### config.mk
export PLATFORM = sky130hd
export DESIGN_NAME = flash_status_reporter
export DESIGN_NICKNAME = d
export VERILOG_FILES = /design/src/rtl/fsr_pkg.sv /design/src/rtl/fsr_ctrl.sv /design/src/rtl/fsr_datapath.sv /design/src/rtl/flash_status_reporter.sv
export SDC_FILE = /design/constraint.sdc
export NUM_CORES = 1
export LEC_CHECK = 0
export BUFFER_PORTS_ARGS = -buffer_cell sky130_fd_sc_hd__buf_2
export CORE_MARGIN = 10
export CORE_UTILIZATION = 30
export DETAILED_ROUTE_END_ITERATION = 12
export MAX_ROUTING_LAYER = met4
export PLACE_DENSITY = 0.7
export SYNTH_ARGS = -nofsm -noshare
export SYNTH_HDL_FRONTEND = slang
export SYNTH_HIERARCHICAL = 1
export SYNTH_SLANG_ARGS = --single-unit
### constraint.sdc
create_clock -name clk -period 1.9 [get_ports clk]
set_input_delay 0.095 -clock clk [delete_from_list [all_inputs] [get_ports clk]]
set_output_delay 0.095 -clock clk [all_outputs]
set_load 0.01 [all_outputs]
### src/rtl/fsr_pkg.sv
package fsr_pkg;
  localparam int PLANE_W = 1;
  localparam int NPLANES = 1 << PLANE_W;

  typedef struct packed {
    logic                capture;
    logic                busyRead;
    logic                suspRead;
    logic                pgmHit;
    logic                flip2;
    logic [NPLANES-1:0]  flip6;
    logic [PLANE_W-1:0]  planeSel;
  } fsrStrobes_t;
endpackage

### src/rtl/fsr_ctrl.sv
module fsr_ctrl
  import fsr_pkg::*;
#(
  parameter int ADDR_W = 20,
  parameter int SECT_W = 5
) (
  input  logic               clk,
  input  logic               rstN,
  input  logic               rdStrobe,
  input  logic [ADDR_W-1:0]  rdAddr,
  input  logic [NPLANES-1:0] planeBusy,
  input  logic               suspValid,
  input  logic [SECT_W-1:0]  suspSector,
  input  logic [ADDR_W-1:0]  lastPgmAddr,
  output fsrStrobes_t        strobes,
  output logic               rbPullLow
);
  logic               rdStrobeQ;
  logic               rdRise;
  logic [PLANE_W-1:0] planeSel;
  logic [SECT_W-1:0]  sectSel;
  logic               busyHit;
  logic               suspHit;

  always_ff @(posedge clk) begin
    if (!rstN) begin
      rdStrobeQ <= 1'b0;
      rbPullLow <= 1'b0;
    end else begin
      rdStrobeQ <= rdStrobe;
      rbPullLow <= |planeBusy;
    end
  end

  always_comb begin
    rdRise   = rdStrobe && !rdStrobeQ;
    planeSel = rdAddr[ADDR_W-1 -: PLANE_W];
    sectSel  = rdAddr[ADDR_W-1 -: SECT_W];
    busyHit  = planeBusy[planeSel];
    suspHit  = suspValid && (sectSel == suspSector);

    strobes          = '0;
    strobes.capture  = rdRise;
    strobes.busyRead = busyHit;
    strobes.suspRead = suspHit;
    strobes.pgmHit   = (rdAddr == lastPgmAddr);
    strobes.flip2    = rdRise && suspHit;
    strobes.planeSel = planeSel;
    if (rdRise && busyHit) strobes.flip6[planeSel] = 1'b1;
  end

  // the pull-down request follows the busy flags one cycle later
  p_rb_set_r10: assert property (@(posedge clk) disable iff (!rstN)
    (|planeBusy) |=> rbPullLow);
  p_rb_clr_r10: assert property (@(posedge clk) disable iff (!rstN)
    !(|planeBusy) |=> !rbPullLow);
endmodule

### src/rtl/fsr_datapath.sv
module fsr_datapath
  import fsr_pkg::*;
#(
  parameter int DATA_W = 16
) (
  input  logic               clk,
  input  logic               rstN,
  input  fsrStrobes_t        strobes,
  input  logic [DATA_W-1:0]  arrayData,
  input  logic [NPLANES-1:0] planeErase,
  input  logic               lastPgmD7,
  output logic [DATA_W-1:0]  rdWord
);
  localparam int POLL_BIT = 7;
  localparam int TOG_BIT  = 6;
  localparam int SUSP_BIT = 2;

  logic [NPLANES-1:0] tog6;
  logic               tog2;
  logic [DATA_W-1:0]  nextWord;

  always_comb begin
    if (!strobes.busyRead && !strobes.suspRead) begin
      nextWord = arrayData;
    end else begin
      nextWord = '1;
      if (strobes.busyRead) begin
        nextWord[TOG_BIT] = tog6[strobes.planeSel];
        if (planeErase[strobes.planeSel])
          nextWord[POLL_BIT] = 1'b0;
        else
          nextWord[POLL_BIT] = strobes.pgmHit ? !lastPgmD7 : 1'b0;
      end
      if (strobes.suspRead) nextWord[SUSP_BIT] = tog2;
    end
  end

  always_ff @(posedge clk) begin
    if (!rstN) begin
      rdWord <= '1;
      tog2   <= 1'b0;
    end else begin
      if (strobes.capture) rdWord <= nextWord;
      if (strobes.flip2)   tog2   <= !tog2;
    end
  end

  for (genvar p = 0; p < NPLANES; p++) begin : g_tog
    always_ff @(posedge clk) begin
      if (!rstN)                 tog6[p] <= 1'b0;
      else if (strobes.flip6[p]) tog6[p] <= !tog6[p];
    end

    // a plane's alternation state moves only on a read of that busy plane
    p_tog6_hold_r5: assert property (@(posedge clk) disable iff (!rstN)
      !strobes.flip6[p] |=> $stable(tog6[p]));
    p_tog6_flip_r5: assert property (@(posedge clk) disable iff (!rstN)
      strobes.flip6[p] |=> (tog6[p] != $past(tog6[p])));
  end

  p_idle_pass_r2: assert property (@(posedge clk) disable iff (!rstN)
    (strobes.capture && !strobes.busyRead && !strobes.suspRead)
    |=> (rdWord == $past(arrayData)));
  p_erase_poll_r4: assert property (@(posedge clk) disable iff (!rstN)
    (strobes.capture && strobes.busyRead && planeErase[strobes.planeSel])
    |=> !rdWord[POLL_BIT]);
  p_fill_ones_r6: assert property (@(posedge clk) disable iff (!rstN)
    (strobes.capture && (strobes.busyRead || strobes.suspRead))
    |=> (&{rdWord[DATA_W-1:8], rdWord[5:3], rdWord[1:0]}));
  p_tog2_flip_r7: assert property (@(posedge clk) disable iff (!rstN)
    strobes.flip2 |=> (tog2 != $past(tog2)));
  p_word_hold_r9: assert property (@(posedge clk) disable iff (!rstN)
    !strobes.capture |=> $stable(rdWord));
endmodule

### src/rtl/flash_status_reporter.sv
module flash_status_reporter
  import fsr_pkg::*;
#(
  parameter int ADDR_W = 20,
  parameter int DATA_W = 16,
  parameter int SECT_W = 5
) (
  input  logic               clk,
  input  logic               rstN,
  input  logic               ceN,
  input  logic               oeN,
  input  logic               rdStrobe,
  input  logic [ADDR_W-1:0]  rdAddr,
  input  logic [DATA_W-1:0]  arrayData,
  input  logic [NPLANES-1:0] planeBusy,
  input  logic [NPLANES-1:0] planeErase,
  input  logic [ADDR_W-1:0]  lastPgmAddr,
  input  logic               lastPgmD7,
  input  logic               suspValid,
  input  logic [SECT_W-1:0]  suspSector,
  output logic [DATA_W-1:0]  dataOut,
  output logic               dataOe,
  output logic               rbPullLow
);
  fsrStrobes_t strobes;

  fsr_ctrl #(.ADDR_W(ADDR_W), .SECT_W(SECT_W)) u_ctrl (
    .clk        (clk),
    .rstN       (rstN),
    .rdStrobe   (rdStrobe),
    .rdAddr     (rdAddr),
    .planeBusy  (planeBusy),
    .suspValid  (suspValid),
    .suspSector (suspSector),
    .lastPgmAddr(lastPgmAddr),
    .strobes    (strobes),
    .rbPullLow  (rbPullLow)
  );

  fsr_datapath #(.DATA_W(DATA_W)) u_data (
    .clk       (clk),
    .rstN      (rstN),
    .strobes   (strobes),
    .arrayData (arrayData),
    .planeErase(planeErase),
    .lastPgmD7 (lastPgmD7),
    .rdWord    (dataOut)
  );

  assign dataOe = !ceN && !oeN;
endmodule

==> impl_metrics.sql, run 1 <==
INSERT INTO impl_metrics (metric_group, metric, value, unit) VALUES
('run_status', 'status', 'finished clean', ''),
('setup_path', 'critical_path.max_fanout', '13', ''),
('floorplanning', 'die_width', '82.6', 'microns'),
('place', 'place_inst', '266', ''),
('floorplanning', 'die-height', '82.6', 'microns'),
('cells_and_area', 'finish.instance_area', '1670', 'sq um'),
('clocking', 'clk-insertion-delay-late', '0.26', 'ns'),
('clocking', 'tritoncts', 'built', ''),
('drt', 'wl', '3730', 'microns'),
('clocking', 'post-cts-setup-buffers', '0', ''),
('cells_and_area', 'num_antenna_cells', '0', ''),
('drt', 'via_count', '1182', ''),
('cells_and_area', 'stdcell_count', '270', ''),
('drt', 'detailedRoute.firstPassIterationCount', '4', ''),
('logic_synthesis', 'yosys_register_bits', '21', ''),
('logic_synthesis', 'syn_inst', '137', ''),
('grt', 'groute.usage.overall', '11.2', '%'),
('place', 'gp_routability_congestion', '0.814', ''),
('pwr', 'power_per_cell_area', '599', 'nW/um^2'),
('clocking', 'cts_buffer_depth', '2', ''),
('clocking', 'cts.root.buffer_cell', 'sky130_fd_sc_hd__clkbuf_8', ''),
('pwr', 'p_int', '0.733', 'mW'),
('timing', 'rsz_0062_raised_after_global_routing', 'false', ''),
('pwr', 'p_switching', '0.267', 'mW'),
('cells_and_area', 'seq_area', '420', 'sq um'),
('drt', 'number_of_routed_nets_with_antenna_violations', '0', ''),
('place', 'placedInstanceArea', '1620', 'sq um'),
('grt', 'grt_overflow_total', '0', ''),
('cells_and_area', 'finish.utilization', '44.9', '%'),
('grt', 'antenna_found_initial', '0', ''),
('grt', 'grtUsageMet1', '12.6', '%'),
('cells_and_area', 'fillerInstances', '393', ''),
('cells_and_area', 'multi_input_logic_area', '672', 'sq um'),
('logic_synthesis', 'synth_ff_type', 'sky130_fd_sc_hd__dfxtp_1', ''),
('logic_synthesis', 'synth_area_leaders', 'sky130_fd_sc_hd__dfxtp_1, sky130_fd_sc_hd__xor2_1, sky130_fd_sc_hd__xnor2_1', ''),
('grt', 'grt_util_met2', '19.7', '%'),
('pwr', 'netSwitchingFraction', '26.7', '%'),
('floorplanning', 'core_area', '3720', 'sq um'),
('logic_synthesis', 'syn-cell-area', '1170', 'sq um'),
('pwr', 'sequentialPowerShare', '47.2', '%'),
('timing', 'final_worst_path_period_share', '72.4', '%'),
('timing', 'max_clock_freq', '727', 'MHz'),
('logic_synthesis', 'share_of_synthesized_registers_carrying_an_async_set_or_reset', '0', '%'),
('pwr', 'p_leak', '0.792', 'nW'),
('drt', 'drt_drc_violations_left', '0', ''),
('logic_synthesis', 'synth_fp_nets', '209', ''),
('drt', 'detail_route.iter0.violations', '47', ''),
('setup_path', 'end_kind', 'flop', ''),
('pwr', 'combinationalPowerShare', '24.0', '%'),
('logic_synthesis', 'synth_largest_type_area_fraction', '35.8', '%'),
('drt', 'vias_per_cell', '4.38', ''),
('logic_synthesis', 'syn_area_per_cell', '8.58', 'sq um'),
('logic_synthesis', 'ys_warn_count', '6', ''),
('setup_path', 'worst_setup_path_start_kind', 'flop', ''),
('pwr', 'vdd_ir_drop_max', '0.480', 'mV'),
('setup_path', 'timing_worst_setup_path_type', 'flop to flop', ''),
('logic_synthesis', 'synth.distinct_cells', '30', ''),
('timing', 'timing_hold_violations_final', '0', ''),
('timing', 'final_period_minus_worst_setup_slack', '1.37', 'ns'),
('logic_synthesis', 'synth-edff-count', '0', ''),
('timing', 'final-max-slew-violation-count', '0', ''),
('floorplanning', 'die_area', '6820', 'sq um'),
('floorplanning', 'floorplan.rows', '22', ''),
('worst_hold_path', 'worst_hold_path_type', 'primary input to flop', ''),
('logic_synthesis', 'synth_top_cells_by_count', 'sky130_fd_sc_hd__dfxtp_1, sky130_fd_sc_hd__xor2_1, sky130_fd_sc_hd__nor2_1', ''),
('timing', 'final_hold_slack', '0.0454', 'ns'),
('clocking', 'cts.reportedPaths.clkPinSlew', '0.07', 'ns'),
('floorplanning', 'start_util', '31.6', '%'),
('logic_synthesis', 'synth_top_area_cell', 'sky130_fd_sc_hd__dfxtp_1', ''),
('logic_synthesis', 'yosysMostFrequentCell', 'sky130_fd_sc_hd__dfxtp_1', ''),
('floorplanning', 'pin_count', '90', '');
==> cell type report <==
class	count	area share (%)
clock buffers	3	2.47
clock inverters	1	0.300
inverters	3	0.674
multi-input cells	103	40.2
flip-flops and latches	21	25.2
well taps	48	3.60
repair buffers	91	27.6
==> worst paths after layout <==
path	from	to
worst max-delay path	u_ctrl/rdStrobeQ	u_data/rdWord[7]
worst min-delay path	planeBusy[1]	u_ctrl/rbPullLow
worst max register to register	u_ctrl/rdStrobeQ	u_data/rdWord[7]
worst min register to register	u_data/rdWord[2]	u_data/rdWord[2]
==> power by group through the flow <==
stage	logic, mW	registers (mW)	clock network (mW)
2_1_floorplan	0.119	0.492	0
3_3_place_gp	0.240	0.483	0
3_5_place_dp	0.243	0.483	0
4_1_cts	0.244	0.473	0.311
5_1_grt	0.270	0.475	0.329
6_report	0.240	0.472	0.288
==> cell usage in the layout (no fill, tap or decap), drive strengths merged <==
master and instances:
xnor2 9, nor3 10, nand2 3, inv 3, or2 1, o21ai 14, clkbuf 3, o41ai 1
nor4 4, a21boi 1, mux2i 1, nor2 17, nand2b 3, a211o 1, nor3b 5, nand4 2
and2 5, mux2 1, dfxtp 21, and3 1, o2bb2ai 1, o21a 1, clkinv 1, nand3 2
buf 91, xor2 19, o221ai 1
==> layer usage <==
layer / part of all wire [%] / wire length, microns / vias up
li1: - / - / 627
met1: 41 / 1520 / 522
met2: 52 / 1930 / 33
met3: 7.7 / 288 / 0
met4: 0 / 0 / 0
met5: 0 / 0 / -
==> flip-flops by register name, indices dropped and copies added, names as in the netlist <==
register	cells
u_data/rdWord	16
u_ctrl/rdStrobeQ	1
u_data/tog6	2
u_ctrl/rbPullLow	1
u_data/tog2	1
==> worst max-delay path: stages, from the launching register on <==
cell	delay, ns
sky130_fd_sc_hd__dfxtp_1	0.30
sky130_fd_sc_hd__nand2b_1	0.14
sky130_fd_sc_hd__inv_1	0.07
sky130_fd_sc_hd__inv_1	0.30
sky130_fd_sc_hd__o41ai_1	0.15
sky130_fd_sc_hd__a211o_2	0.31
==> logic make-up (layout without fill, tap and decap cells) <==
kind of cell    after synthesis  after routing  share of synthesized area [%]
compound gates               20             20                           10.9
xor+xnor                     28             28                           20.9
buf+inv                      13             98                           7.03
flops                        21             21                           35.8
mux                           2              2                           1.81
simple gates                 53             53                           23.6
Note: power is estimated with default switching activity, not from simulation.
==> run 2, diff against run 1 <==
==> constraint.sdc (replaced) <==
create_clock -name clk -period 1.4 [get_ports clk]
set_input_delay 0.07 -clock clk [delete_from_list [all_inputs] [get_ports clk]]
set_output_delay 0.07 -clock clk [all_outputs]
set_load 0.01 [all_outputs]
==> run 2 against run 1 <==
Register-to-register slack worse by 0.36 ns. Setup slack got worse by 0.39 ns. Global-route usage fell by 0.24 points. Routed wire length is 0.78% higher. Critical path depth rose by 3. Cell count grew 1.9%. Clock power is 33% higher. Clock-buffer cell count is 1 higher. First-iteration DRC count down 28%. Clock skew is essentially flat. Critical endpoint unchanged. Highest routed layer is now met4.
==> impl_metrics.sql, run 2 (synthesized netlist as in run 1, its figures left out) <==
INSERT INTO impl_metrics (metric_group, metric, value, unit) VALUES
('worst_hold_path', 'worst_hold_path_type', 'primary input to flop', ''),
('setup_path', 'reg2regPathDepth', '6', ''),
('clocking', 'post-cts-setup-buffers', '0', ''),
('clocking', 'cts.root.buffer_cell', 'sky130_fd_sc_hd__clkbuf_8', ''),
('pwr', 'design_power_total', '1.37', 'mW'),
('run_status', 'status', 'finished clean', ''),
('cells_and_area', 'drive_above_1_share', '45.8', '%'),
('cells_and_area', 'multi_input_logic_area', '677', 'sq um'),
('timing', 'largest_clock_skew_in_the_final_design', '0.00106', 'ns'),
('cells_and_area', 'biggestRegsByFlops', 'u_data/rdWord: 16 flops, u_data/tog6: 2 flops', ''),
('timing', 'final-max-slew-violation-count', '0', ''),
('drt', 'routed_wire_per_std_cell', '13.7', 'microns'),
('cells_and_area', 'area.growth.synth_to_final', '46.8', '%'),
('setup_path', 'timing.critical_path.arrival', '1.47', 'ns'),
('cells_and_area', 'seq_area', '420', 'sq um'),
('floorplanning', 'start_util', '31.6', '%'),
('clocking', 'cts_buffer_depth', '2', ''),
('setup_path', 'timing.critical_path.slowest_cell_delay', '0.34', 'ns'),
('drt', 'wl_met2', '1950', 'microns'),
('floorplanning', 'die-height', '82.6', 'microns'),
('grt', 'wire_length_of_the_first_global_routing_pass', '5660', 'microns'),
('floorplanning', 'pin_count', '90', ''),
('drt', 'routed-wl-met3', '283', 'microns'),
('grt', 'groute.usage.overall', '10.9', '%'),
('timing', 'max_clock_freq', '790', 'MHz'),
('cells_and_area', 'fillerInstances', '375', ''),
('setup_path', 'timing.critical_path.required', '1.61', 'ns'),
('cells_and_area', 'layout_commonest_cell', 'sky130_fd_sc_hd__buf_2', ''),
('drt', 'detailedRoute.firstPassIterationCount', '4', ''),
('setup_path', 'critical_path.max_fanout', '3', ''),
('setup_path', 'timing_worst_setup_path_type', 'primary input to flop', ''),
('cells_and_area', 'largest_register_ffs', '16', ''),
('drt', 'number_of_routed_nets_with_antenna_violations', '0', ''),
('pwr', 'p_leak', '0.817', 'nW'),
('place', 'gp_routability_congestion', '0.848', ''),
('floorplanning', 'core_area', '3720', 'sq um'),
('drt', 'drt_drc_violations_left', '0', ''),
('setup_path', 'timing.rr.start', 'u_ctrl/rdStrobeQ', ''),
('clocking', 'clk-insertion-delay-late', '0.25', 'ns'),
('setup_path', 'timing.reg2reg.setup_slack', '0.17', 'ns'),
('setup_path', 'worstSetupStartpoint', 'rdAddr[19]', ''),
('floorplanning', 'die_area', '6820', 'sq um'),
('timing', 'setup-violations-final', '0', ''),
('setup_path', 'worst_setup_path_start_kind', 'primary input', ''),
('drt', 'wl', '3760', 'microns'),
('grt', 'first_global_vias', '1216', ''),
('timing', 'timing_hold_violations_final', '0', ''),
('timing', 'final_period_minus_worst_setup_slack', '1.27', 'ns'),
('setup_path', 'end_kind', 'flop', ''),
('pwr', 'vdd_ir_drop_max', '0.666', 'mV'),
('drt', 'vias_per_cell', '4.38', ''),
('floorplanning', 'floorplan.rows', '22', ''),
('clocking', 'cts_max_level', '1', ''),
('place', 'numPortBuffers', '89', ''),
('grt', 'antenna_found_initial', '0', ''),
('cells_and_area', 'most-common-layout-cells', 'sky130_fd_sc_hd__buf_2, sky130_fd_sc_hd__dfxtp_1, sky130_fd_sc_hd__xor2_1, sky130_fd_sc_hd__nor2_1', ''),
('drt', 'topRoutingLayerUsed', 'met4', ''),
('setup_path', 'endpoint', 'u_data/rdWord[7]', ''),
('floorplanning', 'die_width', '82.6', 'microns'),
('cells_and_area', 'largest-register', 'u_data/rdWord', ''),
('setup_path', 'crit_slowest_cell', 'sky130_fd_sc_hd__nor4_1', ''),
('timing', 'final_hold_slack', '0.0224', 'ns'),
('drt', 'detail_route.iter0.violations', '34', ''),
('place', 'hpwlAfterDp', '3170', 'microns'),
('setup_path', 'critical_path.cell_chain', 'buf_2, xor2_1, nor4_1, nand3_1, nor3_2, nand2_1, o41ai_1, a211o_2', ''),
('setup_path', 'worst_r2r_endpoint', 'u_data/rdWord[13]', ''),
('timing', 'final_worst_path_period_share', '90.4', '%'),
('pwr', 'power_per_cell_area', '795', 'nW/um^2'),
('drt', 'via_count', '1204', ''),
('cells_and_area', 'num-nets-final', '300', ''),
('clocking', 'numClockSinks', '21', ''),
('clocking', 'cts.reportedPaths.clkPinSlew', '0.07', 'ns'),
('timing', 'rsz_0062_raised_after_global_routing', 'false', ''),
('drt', 'm1WireLength', '1510', 'microns'),
('timing', 'worst_pin_slew', '0.333', 'ns'),
('grt', 'grt_overflow_total', '0', ''),
('clocking', 'tritoncts', 'built', ''),
('job', 'max-cap-violations', '0', ''),
('grt', 'grt_max_degree', '22', ''),
('clocking', 'tritoncts.num_buffers', '3', ''),
('cells_and_area', 'num_antenna_cells', '0', ''),
('worst_hold_path', 'whs_path_depth', '2', ''),
('timing', 'slew_headroom', '77.6', '%');
==> run 2: changes by cell type in the layout (fill, tap and decap cells not counted), sizes merged <==
cell | before | now
buf | 91 | 96
clkbuf | 3 | 4
clkinv | 1 | 0
==> run 2: metal layers <==
metal	up-vias	GRT usage, %
met2	40	19.4
met3	2	3.24
met5	-	-
met4	0	1.51
met1	526	12.1
li1	636	-
==> run 2: layout make-up <==
| type | count | area share [%] |
|---|---|---|
| multi-input cells | 103 | 39.3 |
| repair buffers | 96 | 29.6 |
| flip-flops and latches | 21 | 24.4 |
| well taps | 48 | 3.48 |
| clock buffers | 4 | 2.61 |
| inverters | 3 | 0.653 |
==> run 2: power breakdown <==
part	total (mW)	switching [mW]	internal, mW
registers	0.642	0.0139	0.628
clock network	0.382	0.180	0.202
logic	0.347	0.161	0.186
==> run 2: how the worst min path moves through the flow <==
stage	start	end
2_1_floorplan	rstN	u_data/rdWord[15]
3_3_place_gp	planeBusy[1]	u_ctrl/rbPullLow
3_5_place_dp	planeBusy[1]	u_ctrl/rbPullLow
4_1_cts	planeBusy[1]	u_ctrl/rbPullLow
5_1_grt	planeBusy[1]	u_ctrl/rbPullLow
6_report	planeBusy[1]	u_ctrl/rbPullLow
==> run 2: what timing repair did <==
item / CTS / global route
resized for setup: 0 / 2
endpoints found under the setup margin: 0 / 2
hold buffers: 0 / 0
==> run 2: per-stage QoR <==
step	utilization (%)	instance area [sq um]	cells	setup slack [ns]	setup TNS, ns
2_1_floorplan	-	1170	137	0.0633	0
3_3_place_gp	45.1	1670	271	-0.0967	-0.231
3_5_place_dp	45.1	1670	271	-0.129	-0.385
4_1_cts	46.3	1720	275	0.116	0
5_1_grt	46.4	1720	275	0.0401	0
6_report	46.4	1720	275	0.134	0
==> run 2: worst max-delay path, delay by kind of cell <==
kind	cells	cell delay [ns]
AOI/OAI and AO/OA	2	0.45
xor gates and xnor gates	1	0.16
buffers and inverters	1	0.12
and+or+nand+nor	4	0.67
